<file path="src/rtl/burst_pkg.sv">
package burst_pkg;

    localparam int BIT_ASYNC  = 19;
    localparam int BIT_RDYWD  = 18;
    localparam int BIT_RISE   = 17;
    localparam int BIT_ORD_LO = 15;
    localparam int BIT_LAT_LO = 12;
    localparam int CFG_LO     = BIT_LAT_LO;
    localparam int CFG_W      = BIT_ASYNC - BIT_LAT_LO + 1;
    localparam int CNT_W      = 4;
    localparam logic [2:0] LAT_CODE_MAX = 3'd5;

    typedef enum logic [1:0] {
        ORD_CONT   = 2'b00,
        ORD_WRAP8  = 2'b01,
        ORD_WRAP16 = 2'b10,
        ORD_WRAP32 = 2'b11
    } order_e;

    typedef struct packed {
        logic       sync_en;
        logic       rdy_with_data;
        logic       rise_edge;
        order_e     order;
        logic [2:0] lat_code;
    } cfg_t;

    localparam cfg_t CFG_DEFAULT = '{
        sync_en:       1'b0,
        rdy_with_data: 1'b1,
        rise_edge:     1'b1,
        order:         ORD_CONT,
        lat_code:      3'd5
    };

    // number of rising edges from access strobe to first data word
    function automatic logic [CNT_W-1:0] lat_edges(input logic [2:0] code);
        return CNT_W'(code) + CNT_W'(2);
    endfunction

    // low-bit mask that counts within a wrapped burst
    function automatic logic [5:0] wrap_mask(input order_e ord);
        case (ord)
            ORD_WRAP8:  return 6'd7;
            ORD_WRAP16: return 6'd15;
            ORD_WRAP32: return 6'd31;
            default:    return 6'd0;
        endcase
    endfunction

endpackage

</file>
<file path="src/rtl/burst_cfg_reg.sv">
module burst_cfg_reg
    import burst_pkg::*;
(
    input  logic             clk,
    input  logic             rst,
    input  logic             we,
    input  logic [CFG_W-1:0] fields,
    output cfg_t             cfg
);
    localparam int OFF_ASYNC = BIT_ASYNC  - CFG_LO;
    localparam int OFF_RDYWD = BIT_RDYWD  - CFG_LO;
    localparam int OFF_RISE  = BIT_RISE   - CFG_LO;
    localparam int OFF_ORD   = BIT_ORD_LO - CFG_LO;
    localparam int OFF_LAT   = BIT_LAT_LO - CFG_LO;

    logic [2:0] new_lat;
    assign new_lat = fields[OFF_LAT +: 3];

    always_ff @(posedge clk) begin
        if (rst) begin
            cfg <= CFG_DEFAULT;
        end else if (we) begin
            cfg.sync_en       <= ~fields[OFF_ASYNC];
            cfg.rdy_with_data <= fields[OFF_RDYWD];
            cfg.rise_edge     <= fields[OFF_RISE];
            cfg.order         <= order_e'(fields[OFF_ORD +: 2]);
            if (new_lat <= LAT_CODE_MAX)
                cfg.lat_code <= new_lat;
        end
    end
endmodule

</file>
<file path="src/rtl/burst_engine.sv">
module burst_engine
    import burst_pkg::*;
#(
    parameter int ADDR_W = 22
) (
    input  logic              clk,
    input  logic              rst,
    input  cfg_t              cfg,
    input  logic              avd,
    input  logic [ADDR_W-1:0] start_addr,
    output logic              dv,
    output logic              rdy,
    output logic [ADDR_W-1:0] addr
);
    logic              active;
    logic [CNT_W-1:0]  cnt;
    logic [ADDR_W-1:0] addr_q;
    logic [ADDR_W-1:0] addr_inc;
    logic [ADDR_W-1:0] addr_nxt;
    logic [ADDR_W-1:0] mask;
    logic [CNT_W-1:0]  lat;
    logic              in_data;

    assign lat      = lat_edges(cfg.lat_code);
    assign in_data  = active && (cnt >= lat);
    assign mask     = {{(ADDR_W-6){1'b0}}, wrap_mask(cfg.order)};
    assign addr_inc = addr_q + ADDR_W'(1);
    assign addr_nxt = (cfg.order == ORD_CONT) ? addr_inc
                    : ((addr_q & ~mask) | (addr_inc & mask));

    always_ff @(posedge clk) begin
        if (rst) begin
            active <= 1'b0;
            cnt    <= '0;
            addr_q <= '0;
        end else if (!cfg.sync_en) begin
            active <= 1'b0;
        end else if (avd) begin
            active <= 1'b1;
            cnt    <= '0;
            addr_q <= start_addr;
        end else if (active) begin
            if (in_data)
                addr_q <= addr_nxt;
            else
                cnt <= cnt + CNT_W'(1);
        end
    end

    assign dv   = in_data;
    assign rdy  = cfg.rdy_with_data ? in_data
                                    : (active && (cnt >= (lat - CNT_W'(1))));
    assign addr = addr_q;
endmodule

</file>
<file path="src/rtl/burst_edge_out.sv">
module burst_edge_out #(
    parameter int W = 24
) (
    input  logic         clk,
    input  logic         rst,
    input  logic         rise_sel,
    input  logic [W-1:0] d,
    output logic [W-1:0] q
);
    logic [W-1:0] fall_q;

    always_ff @(negedge clk) begin
        if (rst)
            fall_q <= '0;
        else
            fall_q <= d;
    end

    assign q = rise_sel ? d : fall_q;
endmodule

</file>
<file path="src/rtl/burst_seq.sv">
module burst_seq
    import burst_pkg::*;
#(
    parameter int ADDR_W = 22
) (
    input  logic              clk,
    input  logic              rst,
    input  logic              avd,
    input  logic [ADDR_W-1:0] start_addr,
    input  logic              cfg_we,
    input  logic [ADDR_W-1:0] cfg_addr,
    output logic [ADDR_W-1:0] mem_addr,
    output logic              data_valid,
    output logic              ready
);
    localparam int OUT_W = ADDR_W + 2;

    cfg_t              cfg_q;
    logic              eng_dv;
    logic              eng_rdy;
    logic [ADDR_W-1:0] eng_addr;
    logic [OUT_W-1:0]  out_bus;
    logic              unused_cfg_bits;

    assign unused_cfg_bits = ^{cfg_addr[ADDR_W-1:BIT_ASYNC+1], cfg_addr[CFG_LO-1:0]};

    burst_cfg_reg u_cfg (
        .clk    (clk),
        .rst    (rst),
        .we     (cfg_we),
        .fields (cfg_addr[BIT_ASYNC:CFG_LO]),
        .cfg    (cfg_q)
    );

    burst_engine #(.ADDR_W(ADDR_W)) u_eng (
        .clk        (clk),
        .rst        (rst),
        .cfg        (cfg_q),
        .avd        (avd),
        .start_addr (start_addr),
        .dv         (eng_dv),
        .rdy        (eng_rdy),
        .addr       (eng_addr)
    );

    burst_edge_out #(.W(OUT_W)) u_out (
        .clk      (clk),
        .rst      (rst),
        .rise_sel (cfg_q.rise_edge),
        .d        ({eng_dv, eng_rdy, eng_addr}),
        .q        (out_bus)
    );

    assign data_valid = out_bus[OUT_W-1];
    assign ready      = out_bus[OUT_W-2];
    assign mem_addr   = out_bus[ADDR_W-1:0];
endmodule

</file>
<file path="config.mk">
export PLATFORM = sky130hd
export DESIGN_NAME = burst_seq
export DESIGN_NICKNAME = d
export VERILOG_FILES = /design/src/rtl/burst_pkg.sv /design/src/rtl/burst_cfg_reg.sv /design/src/rtl/burst_engine.sv /design/src/rtl/burst_edge_out.sv /design/src/rtl/burst_seq.sv
export SDC_FILE = /design/constraint.sdc
export NUM_CORES = 1
export LEC_CHECK = 0
export BUFFER_PORTS_ARGS = -buffer_cell sky130_fd_sc_hd__buf_4
export CORE_ASPECT_RATIO = 0.9
export CORE_MARGIN = 3
export CORE_UTILIZATION = 40
export DETAILED_ROUTE_END_ITERATION = 6
export PLACE_DENSITY = 0.58
export SYNTH_ARGS = -nofsm -noshare
export SYNTH_HDL_FRONTEND = slang
export SYNTH_SLANG_ARGS = --single-unit
</file>
<file path="constraint.sdc">
create_clock -name clk -period 2.75 [get_ports clk]
set_input_delay 0.6875 -clock clk [delete_from_list [all_inputs] [get_ports clk]]
set_output_delay 0.6875 -clock clk [all_outputs]
set_load 0.005 [all_outputs]
</file>
Yosys cells after proc, flatten, opt, wreduce, memory -nomap -nowiden
Cells that the tools add are included.
{ "word_totals": {"word_cells": 45, "in_bits": 48, "output_inout_bits": 24, "reg_bits": 59} }
{ "op_classes": {"n_eq_ne": 4, "bitwise_logic": 6, "reduce_logical": 9, "magnitude_cmp": 3, "n_addsub": 4, "muxes": 10} }
{ "op_table": {"columns": ["cell", "count"], "rows": [
  ["2-to-1 mux 22 bit", 4],
  ["2-to-1 mux 24 bit", 1],
  ["adder 22 x 1 -> 22 bit, second input constant", 1],
  ["bitwise AND 22 bit", 1],
  ["bitwise AND 22 x 5 -> 22 bit", 1],
  ["NOT 5 -> 22 bit", 1],
  ["bitwise OR 22 bit", 1],
  ["one-hot mux 5 bit (3 select lines)", 1],
  ["2-to-1 mux 4 bit", 3],
  [">= comparator 4 bit", 2],
  ["AND reduction 3 bit", 2],
  ["adder 3 x 2 -> 4 bit, second input constant", 1],
  ["adder 4 x 1 -> 4 bit, second input constant", 1],
  ["equality test 2 bit, second input constant", 2],
  ["nonzero test 2 bit", 2],
  ["subtractor 4 x 1 -> 4 bit, second input constant", 1],
  ["<= comparator 3 bit, second input constant", 1],
  ["equality test 2 x 1 -> 1 bit, second input constant", 1],
  ["logical AND 1 bit", 2],
  ["logical NOT 2 bit", 1],
  ["!= test 2 bit, second input constant", 1],
  ["NOT 1 bit", 2],
  ["AND reduction 2 bit", 1],
  ["OR reduction 2 bit", 1],
  ["2-to-1 mux 1 bit", 1]
]} }

Logic depth before layout (Yosys ltp)
Gate-level depths: netlist of run 1.
{ "logic_depth": {"ltp_word": 9, "ltp_mapped": 9, "ltp_nobuf": 8} }

Modules after synthesis
A second synthesis of run 1 with hierarchy kept.
{ "hier_totals": {"hier_cells": 372, "area_unflattened_um2": 3393.3} }
{ "by_module_without_submodules": {"columns": ["module", "cells_each", "area_each_um2", "seq_area_each_um2", "n_inst"], "rows": [
  ["burst_engine", 264, 2023.2, 540.5, 1],
  ["burst_edge_out", 78, 1057.3, 480.5, 1],
  ["burst_cfg_reg", 30, 312.8, 160.2, 1]
]} }

==> run_results.csv, run 1 <==
group,metric,value,unit
drt,vias_per_cell,5.38,
run_status,outcome,"complete, but fails checks",
logic_synthesis,synth_fp_nets,416,
clocking,cts_max_level,3,
floorplan,coreArea,0.00762,sq mm
logic_synthesis,ys_seq_area_frac,0.373,
sta,post_route_hold_slack,0.513,ns
global_route,antenna_violations_before_repair,0,
drt,dr.first_iter.drc_count,112,
min_path,min_delay_startpoint,"u_eng.addr[21]",
logic_synthesis,ys_dominant_reg_cell,"sky130_fd_sc_hd__dfxtp_1",
floorplan,design.die.area,0.00903,sq mm
logic_synthesis,syn_inst_count,355,
setup_path,critical-path-slowest-cell,"sky130_fd_sc_hd__dfxtp_1",
cells_and_area,most-common-layout-cells,"sky130_fd_sc_hd__dfxtp_1, sky130_fd_sc_hd__buf_4, sky130_fd_sc_hd__inv_1, sky130_fd_sc_hd__a21oi_1",
clocking,postCtsHoldBufs,0,
drt,num_vias,2912,
logic_synthesis,synth-seq-cells,59,
cells_and_area,n_antenna_cell,0,
floorplan,dieWidth,99.8,um
clocking,postCtsSetupBuffers,0,
global_route,grt_overflow_total,0,
place,portBuffers,57,
sta,final-setup-viol-count,26,
cells_and_area,drive_gt1_frac,0.326,
pwr,powerDensity,477,mW/mm^2
logic_synthesis,count_of_unique_library_cells_instantiated_by_yosys,55,
global_route,global_route_wire_length_before_repair,14000,um
setup_path,r2r-start,"u_cfg.cfg[1]",
sta,timing.clock.skew,0.0486,ns
setup_path,critPathMaxStageDelay,0.29,ns
sta,timing.final.max_slew_violations,0,
place,post-dp-hpwl,5510,um
floorplan,dieHeight,90.4,um
logic_synthesis,syn-cell-area,0.00317,sq mm
clocking,ctsLongestPathBuffers,2,
sta,max_slew_margin,0.582,
setup_path,cp_data_arrival_time,2.44,ns
logic_synthesis,synth_enable_flop_cells,0,
sta,finalHoldViolCount,0,
min_path,worstHoldPathType,"flop to flop",
cells_and_area,nNetsFinal,501,
pwr,p_leak,1.85,nW
global_route,grt_pass1_vias,2916,
sta,final_critical_path_setup_slack,-0.382,ns
pwr,peakVddDrop,0.260,mV
place,pre_cts_ws,-0.240,ns
clocking,cts_inserted_buffers,9,
drt,drt_first_pass_iters,5,
run_status,violations,"setup timing",
clocking,tritoncts,"done",
setup_path,timing.critical_path.to_type,"primary output",
drt,wl,8170,um
global_route,maximum_number_of_pins_on_one_net_before_global_route_repair,44,
drt,drcViolationCount,0,
floorplan,placement_rows,30,
cells_and_area,layout.cells.most_common,"sky130_fd_sc_hd__dfxtp_1",
setup_path,crit_required,2.06,ns
place,gp_congestion,0.834,
sta,grt_setup_unrepaired,"yes",
sta,worst_slew_pin_slew,0.622,ns
cells_and_area,syn_to_final_growth,34.0,%
setup_path,cp-start-kind,"flop",
setup_path,critical_path_peak_fanout,1,
global_route,groute.usage.overall,0.192,
logic_synthesis,postSynth.asyncResetShare,0,
clocking,worstSkewPairLatency,0.39,ns
floorplan,pin_count,72,
setup_path,critical_path_cell_by_cell,"mux2_4 -> buf_6",
clocking,clock-sinks,59,
clocking,cts.reportedPaths.clkPinSlew,0.07,ns
sta,setup-tns-final,-8.70,ns
floorplan,floorplan.initialDensity,0.416,
flow_run,drv.max_cap_violation_count,0,
drt,wl_per_cell,15.1,um
drt,detail-route-antenna-nets,0,
pwr,p_total,2.03,mW
logic_synthesis,syn-mean-instance-area,8.93,sq um
logic_synthesis,yosys_warnings,0,
setup_path,crit_start,"u_out.fall_q[4]",
setup_path,crit_type,"flop to primary output",
clocking,clock-root-buffer,"sky130_fd_sc_hd__clkbuf_8",
==> through the flow <==
step | cell area [sq um] | utilization | cells
final | 4250 | 0.557 | 541
after global routing | 4250 | 0.557 | 541
after CTS | 4210 | 0.553 | 541
after detailed placement | 3810 | 0.500 | 502
after global placement | 3810 | 0.500 | 502
after floorplan | 3250 | - | 355
==> layer usage <==
| metal | wire length [um] | GRT usage | vias to the layer above |
|---|---|---|---|
| met3 | 492 | 0.0517 | 8 |
| met4 | 72 | 0.0546 | 0 |
| li1 | - | - | 1463 |
| met5 | 0 | 0 | - |
| met1 | 3770 | 0.252 | 1363 |
| met2 | 3830 | 0.307 | 78 |
==> state kept, by name (all words and copies together) (netlist names), named ones only <==
name          flops
u_eng.active      1
u_eng.cnt         4
u_out.fall_q     24
u_eng.addr       20
u_cfg.cfg         8
==> kinds of logic after synthesis <==
group                      synth area share
xor gates and xnor gates             0.0166
buffers and inverters                0.0513
adders and majority gates            0.0513
DFF                                   0.373
and+or+nand+nor                       0.206
AOI/OAI and AO/OA                     0.205
muxes                                0.0975
==> where the power goes <==
part | leakage, nW | internal, mW | switching, mW
Sequential | 0.480 | 0.883 | 0.0305
Combinational | 1.15 | 0.150 | 0.136
Clock | 0.214 | 0.393 | 0.432
==> cells in the mapped netlist, types with 4 or more instances <==
cell                        n  area [sq um]
sky130_fd_sc_hd__a211oi_1   6          45.0
sky130_fd_sc_hd__a21oi_1   27           135
sky130_fd_sc_hd__a221oi_1   4          35.0
sky130_fd_sc_hd__a31oi_1    4          25.0
sky130_fd_sc_hd__a32o_1     4          40.0
sky130_fd_sc_hd__and3_1     9          56.3
sky130_fd_sc_hd__and4_1     4          35.0
sky130_fd_sc_hd__clkbuf_1  15          56.3
sky130_fd_sc_hd__dfxtp_1   59          1180
sky130_fd_sc_hd__ha_1      13           163
sky130_fd_sc_hd__inv_1     12          45.0
sky130_fd_sc_hd__mux2_2    23           259
sky130_fd_sc_hd__mux2i_1    5          50.1
sky130_fd_sc_hd__nand2_1   17          63.8
sky130_fd_sc_hd__nand3_1    9          45.0
sky130_fd_sc_hd__nand4_1    6          37.5
sky130_fd_sc_hd__nor2_1    24          90.1
sky130_fd_sc_hd__nor2b_1   24           150
sky130_fd_sc_hd__nor3_1    11          55.1
sky130_fd_sc_hd__o21ai_0   16          80.1
sky130_fd_sc_hd__o31ai_1    5          37.5
sky130_fd_sc_hd__xnor2_1    6          52.6
==> worst max-delay path, delay by kind of cell (launching register included) <==
family | cells | cell delay [ns]
buffers and inverters | 1 | 0.11
flip-flops | 1 | 0.29
multiplexers | 1 | 0.27
==> final timing paths <==
kind                            slack, ns  cells after the start                to
worst max-delay path                -0.38                      2       mem_addr[4]
worst min-delay path                 0.51                      2    u_eng.addr[21]
worst max register to register      -0.21                      6  u_out.fall_q[22]
worst min register to register       0.51                      2    u_eng.addr[21]
==> area by class of cell <==
cell class | instances | area (sq um)
timing repair buffer | 75 | 649
multi-input combinational | 260 | 1990
clock buffer | 12 | 145
fill | 741 | 3370
tap | 96 | 120
clock inverter | 28 | 111
sequential | 59 | 1190
inverter | 11 | 41.3
==> what timing repair did <==
action | in CTS | in global routing
pin swaps | 2 | 0
gates cloned | 0 | 0
resized for setup | 35 | 12
setup endpoints to repair | 26 | 26
Note: power is estimated with default switching activity, not from simulation.
==> run 2: changes to the inputs <==
PLACE_DENSITY = 0.6   (was 0.58)
clock period = 2.6 ns   (was 2.75 ns; I/O delays follow)
==> run 2 against run 1 <==
  * Sequential share of layout area shrank 0.59 points
  * The run still ends with setup timing left
  * Clock-buffer cell count grew 2
  * Critical path depth unchanged
  * Cell count increased by 0.55%
  * Combinational power rose by 5%
  * Clock power grew 26%
  * Die area is the same
  * First-iteration DRC count fell by 26%
  * Largest power group is now the clock network
  * Total power rose by 14%
  * Final area up 2.2%
  * Critical endpoint is now mem_addr[15]
==> run_results.csv, run 2 (synthesized netlist as in run 1, its figures left out) <==
group,metric,value,unit
sta,timing.final.max_slew_violations,0,
cells_and_area,syn_to_final_growth,36.9,%
global_route,grt_overflow_total,0,
place,gp_congestion,0.829,
clocking,clock-sinks,59,
pwr,switching_share,0.282,
setup_path,timing.critical_path.to_type,"primary output",
global_route,maximum_number_of_pins_on_one_net_before_global_route_repair,38,
floorplan,dieHeight,90.4,um
drt,num_vias,2912,
setup_path,cp-start-kind,"flop",
floorplan,design.die.area,0.00903,sq mm
cells_and_area,finalNonFillerCells,544,
sta,max_slew_margin,0.521,
drt,dr.first_iter.drc_count,83,
sta,final-setup-viol-count,26,
clocking,cts_max_level,3,
cells_and_area,largest_register_ffs,24,
clocking,ctsLongestPathBuffers,2,
sta,post_route_hold_slack,0.482,ns
clocking,worstSkewPairLatency,0.39,ns
run_status,violations,"setup timing",
setup_path,path_delay_family,"flip-flops",
pwr,p_leak,1.88,nW
floorplan,dieWidth,99.8,um
pwr,peakVddDrop,0.309,mV
place,placed_cell_areas,0.00384,sq mm
setup_path,critical_path_peak_fanout,1,
clocking,clock-root-buffer,"sky130_fd_sc_hd__clkbuf_8",
pwr,p_comb_frac,0.130,
setup_path,critical-path-slowest-cell,"sky130_fd_sc_hd__dfxtp_2",
pwr,p_total,2.31,mW
sta,timing.clock.skew,0.0456,ns
global_route,global_route_wire_length_before_repair,13900,um
place,portBuffers,57,
drt,detail-route-antenna-nets,0,
global_route,antenna_violations_before_repair,0,
pwr,netSwitchingPower,0.652,mW
drt,wl,8210,um
sta,grt_setup_unrepaired,"yes",
sta,setup-tns-final,-9.93,ns
place,dpl.cell_count,504,
cells_and_area,drive_gt1_frac,0.330,
floorplan,floorplan.initialDensity,0.416,
cells_and_area,most-common-layout-cells,"sky130_fd_sc_hd__dfxtp_1, sky130_fd_sc_hd__buf_4, sky130_fd_sc_hd__inv_1, sky130_fd_sc_hd__a21oi_1",
drt,wl_per_cell,15.1,um
sta,worst_slew_pin_slew,0.717,ns
cells_and_area,final_core_util,0.569,
place,post-dp-hpwl,5710,um
min_path,worstHoldPathType,"primary input to flop",
floorplan,coreArea,0.00762,sq mm
cells_and_area,fill_cells,721,
cells_and_area,n_antenna_cell,0,
floorplan,placement_rows,30,
drt,drcViolationCount,0,
drt,drt_first_pass_iters,4,
pwr,cell_internal_pwr,1.66,mW
setup_path,crit_type,"flop to primary output",
floorplan,pin_count,72,
setup_path,critPathMaxStageDelay,0.31,ns
setup_path,crit_required,1.95,ns
cells_and_area,nNetsFinal,504,
run_status,outcome,"complete, but fails checks",
global_route,grt_pass1_vias,2869,
clocking,cts_inserted_buffers,9,
cells_and_area,layout.cell_area.non_filler,0.00434,sq mm
sta,final_critical_path_setup_slack,-0.422,ns
clocking,cts.reportedPaths.clkPinSlew,0.07,ns
setup_path,critical_path_cell_by_cell,"mux2_4 -> buf_6",
global_route,groute.usage.overall,0.190,
flow_run,drv.max_cap_violation_count,0,
pwr,pwr-share-seq,0.419,
pwr,power.share.clock,0.451,
pwr,powerDensity,533,mW/mm^2
drt,vias_per_cell,5.35,
cells_and_area,largest-register,"u_out.fall_q",
setup_path,critical_path_buf_inv_count,1,
place,pre_cts_ws,-0.325,ns
sta,finalHoldViolCount,0,
clocking,tritoncts,"done",
setup_path,cp_data_arrival_time,2.37,ns
-- run 2: area by class of cell --
class	instances	area (sq um)	share of cell area
Clock inverter	26	108	0.0248
Tap cell	96	120	0.0277
Inverter	11	43.8	0.0101
Sequential cell	59	1190	0.274
Multi-Input combinational cell	260	1990	0.458
Timing Repair Buffer	78	684	0.158
Clock buffer	14	205	0.0473
-- run 2: power by group through the flow --
stage               sequential [mW]  clock (mW)  combinational (mW)
detailed placement            0.986      0.0588               0.280
global route                  0.975        1.13               0.332
CTS                           0.969        1.08               0.296
global placement              0.985      0.0588               0.274
floorplan                     0.970      0.0588               0.180
finish                        0.971        1.04               0.301
-- run 2: path summary, 6_finish.rpt --
path,startpoint,to,slack (ns),depth (start not counted)
worst min-delay path,cfg_addr[19],u_cfg.cfg[7],0.48,2
worst max register to register,u_cfg.cfg[1],u_out.fall_q[22],-0.33,6
worst max-delay path,u_out.fall_q[15],mem_addr[15],-0.42,2
worst min register to register,u_eng.cnt[1],u_eng.cnt[1],0.53,2
-- run 2: what timing repair did --
action                                  4_1_cts  5_1_grt
gates cloned                                  0        0
pin swaps                                     3        2
endpoints found under the setup margin       26       26
gates resized for setup                      32       14
hold buffers                                  0        0
setup buffers                                 0        1
-- run 2: metal layers --
layer | GRT usage | up-vias | part of all wire
met4 | 0.0523 | 0 | 0.0080
met3 | 0.0533 | 10 | 0.049
met2 | 0.303 | 60 | 0.47
li1 | - | 1466 | -
met1 | 0.250 | 1376 | 0.47
met5 | 0 | - | 0
==> run 3: changes to the inputs <==
CELL_PAD_IN_SITES_DETAIL_PLACEMENT = 1   (was unset)
CELL_PAD_IN_SITES_GLOBAL_PLACEMENT = 2   (was unset)
CORE_UTILIZATION = 29   (was 40)
PLACE_DENSITY = 0.72   (was 0.6)
==> run 3 against run 2 <==
  * The run still ends with setup timing left
  * Combinational power rose by 2%
  * Die area rose by 35%
  * Total power rose by 9.7%
  * Setup slack improved by 0.0060 ns
  * Via count barely moved
  * Routed wire length rose by 11%
  * Flip-flop and latch count did not move
  * Clock skew rose by 0.018 ns
  * Critical path type unchanged
  * Critical endpoint is now mem_addr[21]
==> run_results.csv, run 3 (synthesized netlist as in run 1, its figures left out) <==
group,metric,value,unit
cells_and_area,largest-register,"u_out.fall_q",
global_route,grt_pass1_vias,2999,
setup_path,critPathMaxStageDelay,0.30,ns
setup_path,critical-path-slowest-cell,"sky130_fd_sc_hd__dfxtp_1",
cells_and_area,fill_cells,1235,
clocking,clock-root-buffer,"sky130_fd_sc_hd__clkbuf_16",
place,portBuffers,57,
place,dpl.cell_count,537,
cells_and_area,most-common-layout-cells,"sky130_fd_sc_hd__dfxtp_1, sky130_fd_sc_hd__buf_4, sky130_fd_sc_hd__inv_1, sky130_fd_sc_hd__a21oi_1",
setup_path,crit_required,1.95,ns
floorplan,placement_rows,35,
setup_path,path_delay_family,"flip-flops",
clocking,worstSkewPairLatency,0.39,ns
clocking,cts_inserted_buffers,9,
floorplan,pin_count,72,
min_path,worstHoldPathType,"primary input to flop",
clocking,clock-sinks,59,
setup_path,cp-start-kind,"flop",
cells_and_area,drive_gt1_frac,0.331,
drt,num_vias,2911,
sta,worst_slew_pin_slew,0.677,ns
setup_path,critical_path_buf_inv_count,1,
pwr,peakVddDrop,0.267,mV
run_status,violations,"setup timing",
sta,timing.final.max_slew_violations,0,
clocking,tritoncts,"done",
setup_path,timing.critical_path.to_type,"primary output",
cells_and_area,ff_latch_area,0.00119,sq mm
pwr,powerDensity,576,mW/mm^2
sta,grt_setup_unrepaired,"yes",
clocking,ctsLongestPathBuffers,2,
run_status,outcome,"complete, but fails checks",
floorplan,dieWidth,116,um
drt,wl,9120,um
pwr,p_leak,1.89,nW
floorplan,dieHeight,105,um
cells_and_area,n_antenna_cell,0,
global_route,groute.usage.overall,0.160,
place,gp_congestion,0.780,
cells_and_area,nNetsFinal,503,
sta,post_route_hold_slack,0.500,ns
global_route,global_route_wire_length_before_repair,15300,um
drt,vias_per_cell,5.05,
drt,drcViolationCount,0,
sta,final-setup-viol-count,26,
sta,max_slew_margin,0.545,
cells_and_area,multi_input_logic_area,0.00197,sq mm
cells_and_area,largest_register_ffs,24,
setup_path,critical_path_cell_by_cell,"mux2_2 -> buf_6",
sta,final_critical_path_setup_slack,-0.416,ns
place,post-dp-hpwl,6590,um
setup_path,critical_path_peak_fanout,1,
floorplan,design.die.area,0.0122,sq mm
cells_and_area,syn_to_final_growth,39.0,%
floorplan,floorplan.initialDensity,0.303,
drt,drt_first_pass_iters,4,
global_route,antenna_violations_before_repair,0,
sta,timing.clock.skew,0.0632,ns
setup_path,cp_data_arrival_time,2.37,ns
sta,finalHoldViolCount,0,
drt,wl_per_cell,15.8,um
drt,detail-route-antenna-nets,0,
global_route,grt_overflow_total,0,
flow_run,drv.max_cap_violation_count,0,
global_route,maximum_number_of_pins_on_one_net_before_global_route_repair,36,
drt,dr.first_iter.drc_count,83,
clocking,cts_max_level,3,
floorplan,coreArea,0.0105,sq mm
setup_path,crit_type,"flop to primary output",
clocking,cts.reportedPaths.clkPinSlew,0.05,ns
cells_and_area,finalNonFillerCells,576,
cells_and_area,final_core_util,0.421,
sta,setup-tns-final,-9.82,ns
## run 3: path summary, 6_finish.rpt
check                                      start          endpoint  slack [ns]  cells past startpoint
worst max-delay path            u_out.fall_q[21]      mem_addr[21]       -0.42                      2
worst min-delay path                cfg_addr[19]      u_cfg.cfg[7]        0.50                      2
worst max register to register      u_cfg.cfg[1]  u_out.fall_q[22]       -0.30                      6
worst min register to register    u_eng.addr[21]    u_eng.addr[21]        0.52                      2
## run 3: timing repair
action                     4_1_cts  5_1_grt
gates resized for setup         35        5
hold endpoints to repair         0        0
hold buffers                     0        0
setup buffers                    0        0
pin swaps                        5        2
setup endpoints to repair       26       26
## run 3: per-layer routing
metal  up-vias  track usage  wire, um
met5         -            0         0
met4         0       0.0547       146
met3        11       0.0411       332
met2        55        0.258      4330
met1      1381        0.205      4310
li1       1464            -         -
## run 3: report_power, final
group / internal (mW) / switching [mW] / leakage (nW)
registers: 0.935 / 0.0326 / 0.480
clock network: 0.761 / 0.503 / 0.267
logic: 0.158 / 0.147 / 1.14
## run 3: stage by stage
stage               power, mW  setup WS (ns)  instance area, sq um
floorplan                1.21         -0.209                  3250
global placement         1.32         -0.271                  3870
finish                   2.54         -0.416                  4410
global route             2.70         -0.465                  4410
CTS                      2.58         -0.428                  4380
detailed placement       1.33         -0.287                  3870
## run 3: layout make-up
type	count	area share
Clock buffer	12	0.0605
Clock inverter	28	0.0244
Inverter	11	0.00994
Multi-Input combinational cell	260	0.448
Sequential cell	59	0.270
Tap cell	129	0.0366
Timing Repair Buffer	77	0.151
